--- config.mk ---
export PLATFORM = sky130hd
export DESIGN_NAME = sreg_slave_top
export DESIGN_NICKNAME = d
export VERILOG_FILES = /design/src/rtl/sreg_pkg.sv /design/src/rtl/sreg_sync.sv /design/src/rtl/sreg_bank.sv /design/src/rtl/sreg_ctrl.sv /design/src/rtl/sreg_slave_top.sv
export SDC_FILE = /design/constraint.sdc
export NUM_CORES = 2
export LEC_CHECK = 0
export ABC_CLOCK_PERIOD_IN_PS = 5520
export BUFFER_PORTS_ARGS = -buffer_cell sky130_fd_sc_hd__buf_4
export CAP_MARGIN = 5
export CORE_AREA = 5 5 400 402
export DETAILED_ROUTE_END_ITERATION = 12
export DIE_AREA = 0 0 405 407
export SETUP_SLACK_MARGIN = 0.1
export SYNTH_ARGS = -nofsm -noshare
export SYNTH_HDL_FRONTEND = slang
export SYNTH_HIERARCHICAL = 1
export SYNTH_SLANG_ARGS = --single-unit
--- constraint.sdc ---
create_clock -name clk -period 5.52 [get_ports clk]
set_clock_uncertainty 0.2 [all_clocks]
set_input_delay 0.276 -clock clk [delete_from_list [all_inputs] [get_ports clk]]
set_output_delay 0.276 -clock clk [all_outputs]
set_load 0.02 [all_outputs]
--- src/rtl/sreg_pkg.sv ---
package sreg_pkg;

    typedef enum logic [2:0] {
        ST_IDLE,
        ST_ADDR,
        ST_PTR,
        ST_WDATA,
        ST_RDATA,
        ST_IGNORE
    } slv_state_e;

    typedef struct packed {
        logic start;
        logic stop;
        logic rise;
        logic fall;
        logic sda;
    } bus_ev_t;

    function automatic logic is_active(input slv_state_e s);
        return (s != ST_IDLE) && (s != ST_IGNORE);
    endfunction

endpackage

--- src/rtl/sreg_sync.sv ---
module sreg_sync
    import sreg_pkg::*;
#(
    parameter int STAGES = 2
) (
    input  logic    clk,
    input  logic    rst,
    input  logic    scl_pin,
    input  logic    sda_pin,
    output bus_ev_t ev
);
    logic [STAGES-1:0] scl_ff;
    logic [STAGES-1:0] sda_ff;
    logic              scl_d;
    logic              sda_d;
    logic              scl_s;
    logic              sda_s;

    assign scl_s = scl_ff[STAGES-1];
    assign sda_s = sda_ff[STAGES-1];

    generate
        if (STAGES == 1) begin : g_one
            always_ff @(posedge clk) begin
                if (rst) begin
                    scl_ff <= '1;
                    sda_ff <= '1;
                end else begin
                    scl_ff <= scl_pin;
                    sda_ff <= sda_pin;
                end
            end
        end else begin : g_chain
            always_ff @(posedge clk) begin
                if (rst) begin
                    scl_ff <= '1;
                    sda_ff <= '1;
                end else begin
                    scl_ff <= {scl_ff[STAGES-2:0], scl_pin};
                    sda_ff <= {sda_ff[STAGES-2:0], sda_pin};
                end
            end
        end
    endgenerate

    always_ff @(posedge clk) begin
        if (rst) begin
            scl_d <= 1'b1;
            sda_d <= 1'b1;
        end else begin
            scl_d <= scl_s;
            sda_d <= sda_s;
        end
    end

    always_comb begin
        ev.start = scl_s & scl_d & sda_d & ~sda_s;
        ev.stop  = scl_s & scl_d & ~sda_d & sda_s;
        ev.rise  = scl_s & ~scl_d;
        ev.fall  = ~scl_s & scl_d;
        ev.sda   = sda_s;
    end

endmodule

--- src/rtl/sreg_bank.sv ---
module sreg_bank #(
    parameter int NUM_REGS = 128,
    parameter int DATA_W   = 8,
    localparam int PTR_W   = $clog2(NUM_REGS)
) (
    input  logic                       clk,
    input  logic                       rst,
    input  logic                       we,
    input  logic [PTR_W-1:0]           waddr,
    input  logic [DATA_W-1:0]          wdata,
    input  logic [PTR_W-1:0]           raddr,
    output logic [DATA_W-1:0]          rdata,
    output logic [NUM_REGS*DATA_W-1:0] flat
);
    logic [DATA_W-1:0] mem [NUM_REGS];

    generate
        for (genvar i = 0; i < NUM_REGS; i++) begin : g_reg
            always_ff @(posedge clk) begin
                if (rst) begin
                    mem[i] <= '0;
                end else if (we && (waddr == PTR_W'(i))) begin
                    mem[i] <= wdata;
                end
            end
            assign flat[i*DATA_W +: DATA_W] = mem[i];
        end
    endgenerate

    assign rdata = mem[raddr];

endmodule

--- src/rtl/sreg_ctrl.sv ---
module sreg_ctrl
    import sreg_pkg::*;
#(
    parameter int          NUM_REGS = 128,
    parameter int          DATA_W   = 8,
    parameter logic [7:0]  WR_ADDR  = 8'h24,
    parameter logic [7:0]  RD_ADDR  = 8'h25,
    localparam int         PTR_W    = $clog2(NUM_REGS),
    localparam int         CNT_W    = $clog2(DATA_W + 1),
    localparam int         IDX_W    = $clog2(DATA_W)
) (
    input  logic              clk,
    input  logic              rst,
    input  bus_ev_t           ev,
    input  logic [DATA_W-1:0] rd_byte,
    output logic              we,
    output logic [PTR_W-1:0]  waddr,
    output logic [DATA_W-1:0] wdata,
    output logic [PTR_W-1:0]  ptr,
    output logic              ack_o,
    output slv_state_e        state
);
    logic [CNT_W-1:0]  cnt;
    logic [DATA_W-1:0] shreg;
    logic              in_ack;
    logic              rd_go;
    logic              mack_due;
    logic              byte_done;
    logic [IDX_W-1:0]  bit_idx;

    assign byte_done = (cnt == CNT_W'(DATA_W));
    assign bit_idx   = IDX_W'(DATA_W - 1) - cnt[IDX_W-1:0];

    always_ff @(posedge clk) begin
        if (rst) begin
            state    <= ST_IDLE;
            cnt      <= '0;
            shreg    <= '0;
            in_ack   <= 1'b0;
            rd_go    <= 1'b0;
            mack_due <= 1'b0;
            ack_o    <= 1'b0;
            ptr      <= '0;
            we       <= 1'b0;
            waddr    <= '0;
            wdata    <= '0;
        end else begin
            we <= 1'b0;
            if (ev.start) begin
                state  <= ST_ADDR;
                cnt    <= '0;
                in_ack <= 1'b0;
                ack_o  <= 1'b0;
            end else if (ev.stop) begin
                state  <= ST_IDLE;
                cnt    <= '0;
                in_ack <= 1'b0;
                ack_o  <= 1'b0;
            end else if (is_active(state)) begin
                if (ev.rise) begin
                    if (in_ack) begin
                        if (mack_due) rd_go <= ~ev.sda;
                    end else begin
                        shreg <= {shreg[DATA_W-2:0], ev.sda};
                        cnt   <= cnt + 1'b1;
                    end
                end else if (ev.fall) begin
                    if (in_ack) begin
                        in_ack   <= 1'b0;
                        cnt      <= '0;
                        mack_due <= 1'b0;
                        if (state == ST_RDATA) begin
                            if (rd_go) begin
                                ack_o <= ~rd_byte[DATA_W-1];
                            end else begin
                                ack_o <= 1'b0;
                                state <= ST_IGNORE;
                            end
                        end else begin
                            ack_o <= 1'b0;
                        end
                    end else if (byte_done) begin
                        in_ack <= 1'b1;
                        unique case (state)
                            ST_ADDR: begin
                                if (shreg == DATA_W'(WR_ADDR)) begin
                                    state <= ST_PTR;
                                    ack_o <= 1'b1;
                                end else if (shreg == DATA_W'(RD_ADDR)) begin
                                    state    <= ST_RDATA;
                                    ack_o    <= 1'b1;
                                    rd_go    <= 1'b1;
                                    mack_due <= 1'b0;
                                end else begin
                                    state <= ST_IGNORE;
                                    ack_o <= 1'b0;
                                end
                            end
                            ST_PTR: begin
                                ptr   <= shreg[PTR_W-1:0];
                                state <= ST_WDATA;
                                ack_o <= 1'b1;
                            end
                            ST_WDATA: begin
                                we    <= 1'b1;
                                waddr <= ptr;
                                wdata <= shreg;
                                ptr   <= ptr + 1'b1;
                                ack_o <= 1'b1;
                            end
                            ST_RDATA: begin
                                ptr      <= ptr + 1'b1;
                                ack_o    <= 1'b0;
                                mack_due <= 1'b1;
                            end
                            default: ack_o <= 1'b0;
                        endcase
                    end else if ((state == ST_RDATA) && (cnt != '0)) begin
                        ack_o <= ~rd_byte[bit_idx];
                    end
                end
            end
        end
    end

endmodule

--- src/rtl/sreg_slave_top.sv ---
module sreg_slave_top
    import sreg_pkg::*;
#(
    parameter int         NUM_REGS    = 128,
    parameter int         DATA_W      = 8,
    parameter int         SYNC_STAGES = 2,
    parameter logic [7:0] WR_ADDR     = 8'h24,
    parameter logic [7:0] RD_ADDR     = 8'h25
) (
    input  logic                       clk,
    input  logic                       rst,
    input  logic                       bus_clk_i,
    input  logic                       bus_data_i,
    output logic                       ack_o,
    output logic [NUM_REGS*DATA_W-1:0] regs_o
);
    localparam int PTR_W = $clog2(NUM_REGS);

    bus_ev_t           ev;
    logic              we;
    logic [PTR_W-1:0]  waddr;
    logic [DATA_W-1:0] wdata;
    logic [PTR_W-1:0]  ptr;
    logic [DATA_W-1:0] rd_byte;
    slv_state_e        state;

    sreg_sync #(.STAGES(SYNC_STAGES)) u_sync (
        .clk     (clk),
        .rst     (rst),
        .scl_pin (bus_clk_i),
        .sda_pin (bus_data_i),
        .ev      (ev)
    );

    sreg_ctrl #(
        .NUM_REGS (NUM_REGS),
        .DATA_W   (DATA_W),
        .WR_ADDR  (WR_ADDR),
        .RD_ADDR  (RD_ADDR)
    ) u_ctrl (
        .clk     (clk),
        .rst     (rst),
        .ev      (ev),
        .rd_byte (rd_byte),
        .we      (we),
        .waddr   (waddr),
        .wdata   (wdata),
        .ptr     (ptr),
        .ack_o   (ack_o),
        .state   (state)
    );

    sreg_bank #(
        .NUM_REGS (NUM_REGS),
        .DATA_W   (DATA_W)
    ) u_bank (
        .clk   (clk),
        .rst   (rst),
        .we    (we),
        .waddr (waddr),
        .wdata (wdata),
        .raddr (ptr),
        .rdata (rd_byte),
        .flat  (regs_o)
    );

endmodule

# ---- After elaboration in Yosys (flattened, before gate mapping)
# Memories as Yosys holds them, arrays and structs flattened. A register that Yosys moved wholly into a read port is not among the register bits.
# Index checks and enable logic that the tools add are counted.
dict set report op_classes {
  addsub 3
  mul 0
  n_div 0
  n_lt_le_gt_ge 1
  n_eq_ne 147
  n_shift 0
  n_mux 560
  n_bitwise 148
  reduce_logical 161
}
# op count
set op_table {}
lappend op_table {{two-way mux 8 bit} 128}
lappend op_table {{== test 7 bit, second input constant} 64}
lappend op_table {{two-way mux 1 bit} 416}
lappend op_table {{== test 7 x 6 -> 1 bit, second input constant} 32}
lappend op_table {{logical AND 1 bit} 130}
lappend op_table {{OR 1 bit} 128}
lappend op_table {{== test 7 x 5 -> 1 bit, second input constant} 16}
lappend op_table {{== test 7 x 4 -> 1 bit, second input constant} 8}
lappend op_table {{== test 7 x 3 -> 1 bit, second input constant} 4}
lappend op_table {{nonzero test 3 bit} 6}
lappend op_table {{== test 8 x 6 -> 1 bit, second input constant} 2}
lappend op_table {{two-way mux 4 bit} 4}
lappend op_table {{AND reduction 8 bit} 2}
lappend op_table {{two-way mux 3 bit} 5}
lappend op_table {{== test 7 x 2 -> 1 bit, second input constant} 2}
lappend op_table {{two-way mux 7 bit} 2}
lappend op_table {{case mux 7 bit (2 select lines)} 1}
lappend op_table {{AND reduction 7 bit} 2}
lappend op_table {{nonzero test 2 bit} 7}
lappend op_table {{inverter 1 bit} 13}
lappend op_table {{AND reduction 11 bit} 1}
lappend op_table {{!= test 2 bit, second input constant} 5}
lappend op_table {{AND reduction 9 bit} 1}
lappend op_table {{!= test 4 bit, second input constant} 2}
lappend op_table {{26 further kinds} 39}
dict set report word_totals {
  ff_bits 48
  latchBits 0
  ramBits 1024
  romBits 0
  in_bits 4
  output_inout_bits 1025
  elab_cells 1037
  n_memories 1
}
# name depth width read_ports rd_clocked_by_memory_dff wr line
set mem_list {}
lappend mem_list {u_bank.mem 128 8 129 1 128 sreg_bank.sv:15} ;# logic [DATA_W-1:0] mem [NUM_REGS];

# ---- Logic depth before layout (Yosys ltp)
dict set report depth {
  depth_word 11
  mapped_depth 11
}

# ---- Cells and area by module
# Netlist, hierarchy kept.
# mod n_inst cells_per_inst area_each_um2 seq_area_each_um2
set modules_own_cells {}
lappend modules_own_cells {sreg_bank 1 2984 47697.0 30749.5}
lappend modules_own_cells {sreg_ctrl 1 239 2174.6 840.8}
lappend modules_own_cells {sreg_sync 1 17 197.7 120.1}

# ---- Worst setup path before layout
# No wires, ideal clock.
dict set report synth_timing {
  kind {register to register}
  startpoint {reg u_ctrl/ptr[0] (netlist name)}
  endpoint {reg u_ctrl.ack_o}
  arrival_ns 3.656
  required_ns 5.234
  slack_ns 1.579
  path_stages_with_launch 11
  path_buffers 2
  cell_sequence {dfxtp_1 > buf_2 > buf_1 > mux4_2 > mux4_2 > mux4_2 > mux2_2 > mux4_2 > mux2i_1 > a211oi_1 > a211oi_1}
}
# element line
set synth_rtl {}
lappend synth_rtl {{to (signal assigned)} sreg_ctrl.sv:74} ;# ack_o <= ~rd_byte[DATA_W-1];
lappend synth_rtl {{to (signal assigned)} sreg_ctrl.sv:119} ;# ack_o <= ~rd_byte[bit_idx];
lappend synth_rtl {{to (decl)} sreg_ctrl.sv:20} ;# output logic ack_o,

==> results.md <==
Route:
- After detailed routing, the met2 layer carries 126 mm of wire.
- For this run, design rule violations remaining after detail routing come to 0.
- Using the TritonRoute via totals, the vias-per-cell ratio works out to 5.84.
- The aggregate routed wire length is 271 mm.
- The met3 layer wire length in the routed design is 33.6 mm.
- After detailed routing, no signal wire sits above met5.
- The count of nets left with antenna violations once routing finished came out at 0.
- The detailed router put a total of 96.8 mm of wire on met1.
- The via count is 36,810.
- In this run, the number of DRC markers left after iteration 0 of detailed routing was 6,046.
- After detailed routing, the average wire length per cell comes to 42.9 um.
- The first detailed-routing pass ran for 6 iterations.

Power:
- The static leakage is 25.3 nW.
- Dividing total power by cell area gives a power density of 294 nW/um^2.
- The sequential share of power is 51.2%.
- The worst vdd rail ir drop is 0.293 mV.
- The fraction of power consumed by combinational cells is 6.7%.
- The power dissipated by switching net loads is 4.70 mW.
- After layout, the design draws a total of 18.8 mW.
- The part of the total power dissipated in the clock network is 42.1%.
- The internal portion of total power is 14.1 mW.
- The switching part of the total is 25.1%.

Critical path:
- The worst setup path is of the register to register kind.
- The worst register-to-register path has a depth of 9.
- The critical path's most frequent cell is sky130_fd_sc_hd__mux4_2.
- Data on the critical path arrives at its endpoint at 4900 ps.
- The critical path goes through buf_12, mux4_2, mux4_2, mux4_2, mux2_2, mux4_2, mux2i_1, a211oi_1, a211oi_1.
- The maximum single-stage delay on the critical path is 780 ps.
- For the worst setup path, the data required time is 5970 ps.
- The category of the worst setup path launch point is a register.
- The worst setup path is captured at a register.
- On the critical path, the stage with the largest delay is an instance of sky130_fd_sc_hd__dfxtp_4.
- The worst-path maximum fanout is 44.

Timing:
- For the pin with the worst max-slew slack, the measured transition is 1340 ps.
- The ratio of final minimum period to clock period is 80.6%.
- The final number of hold-violating endpoints is 0.
- The number of max-slew violations in the final report is 0.
- The maximum clock frequency is 0.225 GHz.
- The total setup violations reported at the end of the flow is 0.
- After layout, the worst setup slack is 1070 ps.
- The aggregate negative setup slack is 0 ps.
- Subtracting the final worst setup slack from the clock period gives 4450 ps.
- Setup repair after global routing left no endpoint under its margin.
- In this run the tightest slew margin relative to its limit is 10.8%.

Finish:
- Leaving out fill and tap cells, the most frequent cells in the layout are sky130_fd_sc_hd__buf_4, sky130_fd_sc_hd__edfxtp_1, sky130_fd_sc_hd__and2_1.
- The post-route standard cell area excluding fillers is 63,700 sq um.
- The number of nets in the final layout is 4,155.
- In the final layout, the share of cells above drive strength 1 is 39.2%.
- The library cell used most frequently in the layout, excluding fill and tap cells, is sky130_fd_sc_hd__buf_4.
- Compared with the post-synthesis result, the final layout area differs by 27.3%.
- Once layout is complete, the utilization of the core stands at 40.9%.

Synthesis:
- The synthesized instance count is 3,240.
- In this run, synthesis inferred 1,024 flip-flops with an integrated enable.
- The commonest register cell after synthesis is sky130_fd_sc_hd__edfxtp_1.
- During synthesis, Yosys emitted a total of 6 warnings.
- In this run, distinct cell masters in the synthesized netlist total 62.
- The number of nets handed over by synthesis was 3,249.
- The synthesized area per cell is 15.5 sq um.
- The register bit count reported by yosys is 1,072.
- The cell area after technology mapping is 50,100 sq um.
- For this run, asynchronously set or reset flops after synthesis account for 0%.
- The sequential share of the synthesized area is 63.3%.

Floorplanning:
- Measured along the y axis, the die boundary spans 407 um.
- The placeable core region is 156,000 sq um.
- The starting density of the core is 32.2%.
- The number of cell rows is 145.
- The die covers 165,000 sq um.
- The chip width is 405 um.
- Pin placement for this block handled 1,029 I/O pins.

Clocking:
- The maximum level of the CTS H-tree is 3.
- The tree built by TritonCTS fans out to 1,072 sinks.
- The clock passes through at most 3 buffers.
- The clock buffer count from CTS is 115.
- The root buffer cell chosen for the clock tree is sky130_fd_sc_hd__clkbuf_16.
- The clock-pin slew reported for the worst setup and hold paths after clock tree synthesis is 60 ps.
- After clock tree synthesis, the setup repair step added 0 buffers.
- The clock tree from TritonCTS is built.
- The clock reaches the later pin of the worst-skew pair after 750 ps.

Flow run:
- The number of max-cap violations is 0.

Place:
- The cell area reported after detailed placement is 59,900 sq um.
- The HPWL after detailed placement is 215 mm.
- The final estimated routing congestion in global placement is 1.04.
- Before CTS, the worst setup slack after placement is 1110 ps.
- The port buffer count is 1,028.

Status:
- The flow ran to the end, and the final reports show no timing, DRC or antenna violations.

Min path:
- The worst hold path depth is 1.
- The worst min-delay path class is register to register.

GRT:
- The initial antenna violation count was 22.
- The first global-routing pass estimated 349 mm of wire.
- After global routing the overflow that remains totals 0.
- The via count of the first global-routing pass is 35,143.
- Entering global routing, the biggest net connects 116 pins.
- For this run, the total global-route usage over all layers was measured as 31.7%.
## Yosys cell counts, drive strengths merged, types with 11 or more instances
cell,count,area [sq um]
clkbuf,259,972
or2,12,75.1
o21ai,13,68.8
mux4,338,7610
and3,358,2240
dfxtp,48,961
edfxtp,1024,30700
nand3,17,90.1
mux2i,26,260
inv,11,41.3
nor2,140,526
and2,674,4220
o21bai,84,631
a21o,44,330
nand2,27,101
buf,54,303
## critical path, delay by kind of cell (launching register included)
kind            cells  cell delay [ps]
mux                 6             2600
compound gates      2              320
buf+inv             1              390
flops               1              780
## what timing repair did
item,CTS,global route
hold buffers,3,0
endpoints found under the hold margin,21,0
resized for setup,0,0
## logic make-up after synthesis
family / Yosys count / share of synthesized area, %
DFF: 1072 / 63.3
and+or+nand+nor: 1291 / 15.4
muxes: 372 / 15.9
buffers and inverters: 324 / 2.63
xor gates and xnor gates: 2 / 0.0350
AOI/OAI and AO/OA: 174 / 2.59
adders and majority gates: 5 / 0.125
## sequential cells by signal (all words and copies together), names as in the netlist
name,count
u_bank/mem,1024
u_ctrl/ack_o,1
u_ctrl/cnt,4
u_ctrl/in_ack,1
u_ctrl/mack_due,1
u_ctrl/ptr,7
u_ctrl/rd_go,1
u_ctrl/shreg,8
u_ctrl/state,3
u_ctrl/waddr,7
u_ctrl/wdata,8
u_ctrl/we,1
u_sync/scl_d,1
u_sync/scl_ff,2
u_sync/sda_d,1
u_sync/sda_ff,2
## path summary, 6_finish.rpt
path                                  startpoint               end  slack [ps]
worst max register to register     u_ctrl/ptr[0]      u_ctrl/ack_o        1070
worst min-delay path            u_sync/sda_ff[0]  u_sync/sda_ff[1]         230
worst min register to register  u_sync/sda_ff[0]  u_sync/sda_ff[1]         230
worst max-delay path               u_ctrl/ptr[0]      u_ctrl/ack_o        1070
## power groups by stage
stage / logic [mW] / clock network (mW) / registers (mW)
finish: 1.26 / 7.90 / 9.61
CTS: 1.26 / 7.93 / 9.59
floorplan: 0.277 / 0 / 9.77
global placement: 1.24 / 0 / 9.78
global route: 1.30 / 8.26 / 9.59
detailed placement: 1.26 / 0 / 9.76
## through the flow
stage,hold WS [ps],std cells
3_3_place_gp,207,6084
5_1_grt,216,6302
3_5_place_dp,207,6084
4_1_cts,203,6301
6_report,226,6306
2_1_floorplan,173,3240
## layout make-up
| class | count | area [sq um] |
|---|---|---|
| fillers | 14259 | 91900 |
| flip-flops and latches | 1072 | 31800 |
| multi-input cells | 1844 | 17100 |
| repair buffers | 1102 | 8450 |
| clock buffers | 136 | 3000 |
| well taps | 2058 | 2570 |
| clock inverters | 78 | 777 |
| inverters | 11 | 41.3 |
| diodes | 5 | 12.5 |
## metal layers
layer  track usage, %  vias up
met3             10.5      522
met4             13.7       18
li1                 -    14149
met5            0.268        -
met2             50.8     3157
met1             39.4    18964
(Power assumes the default switching activity.)
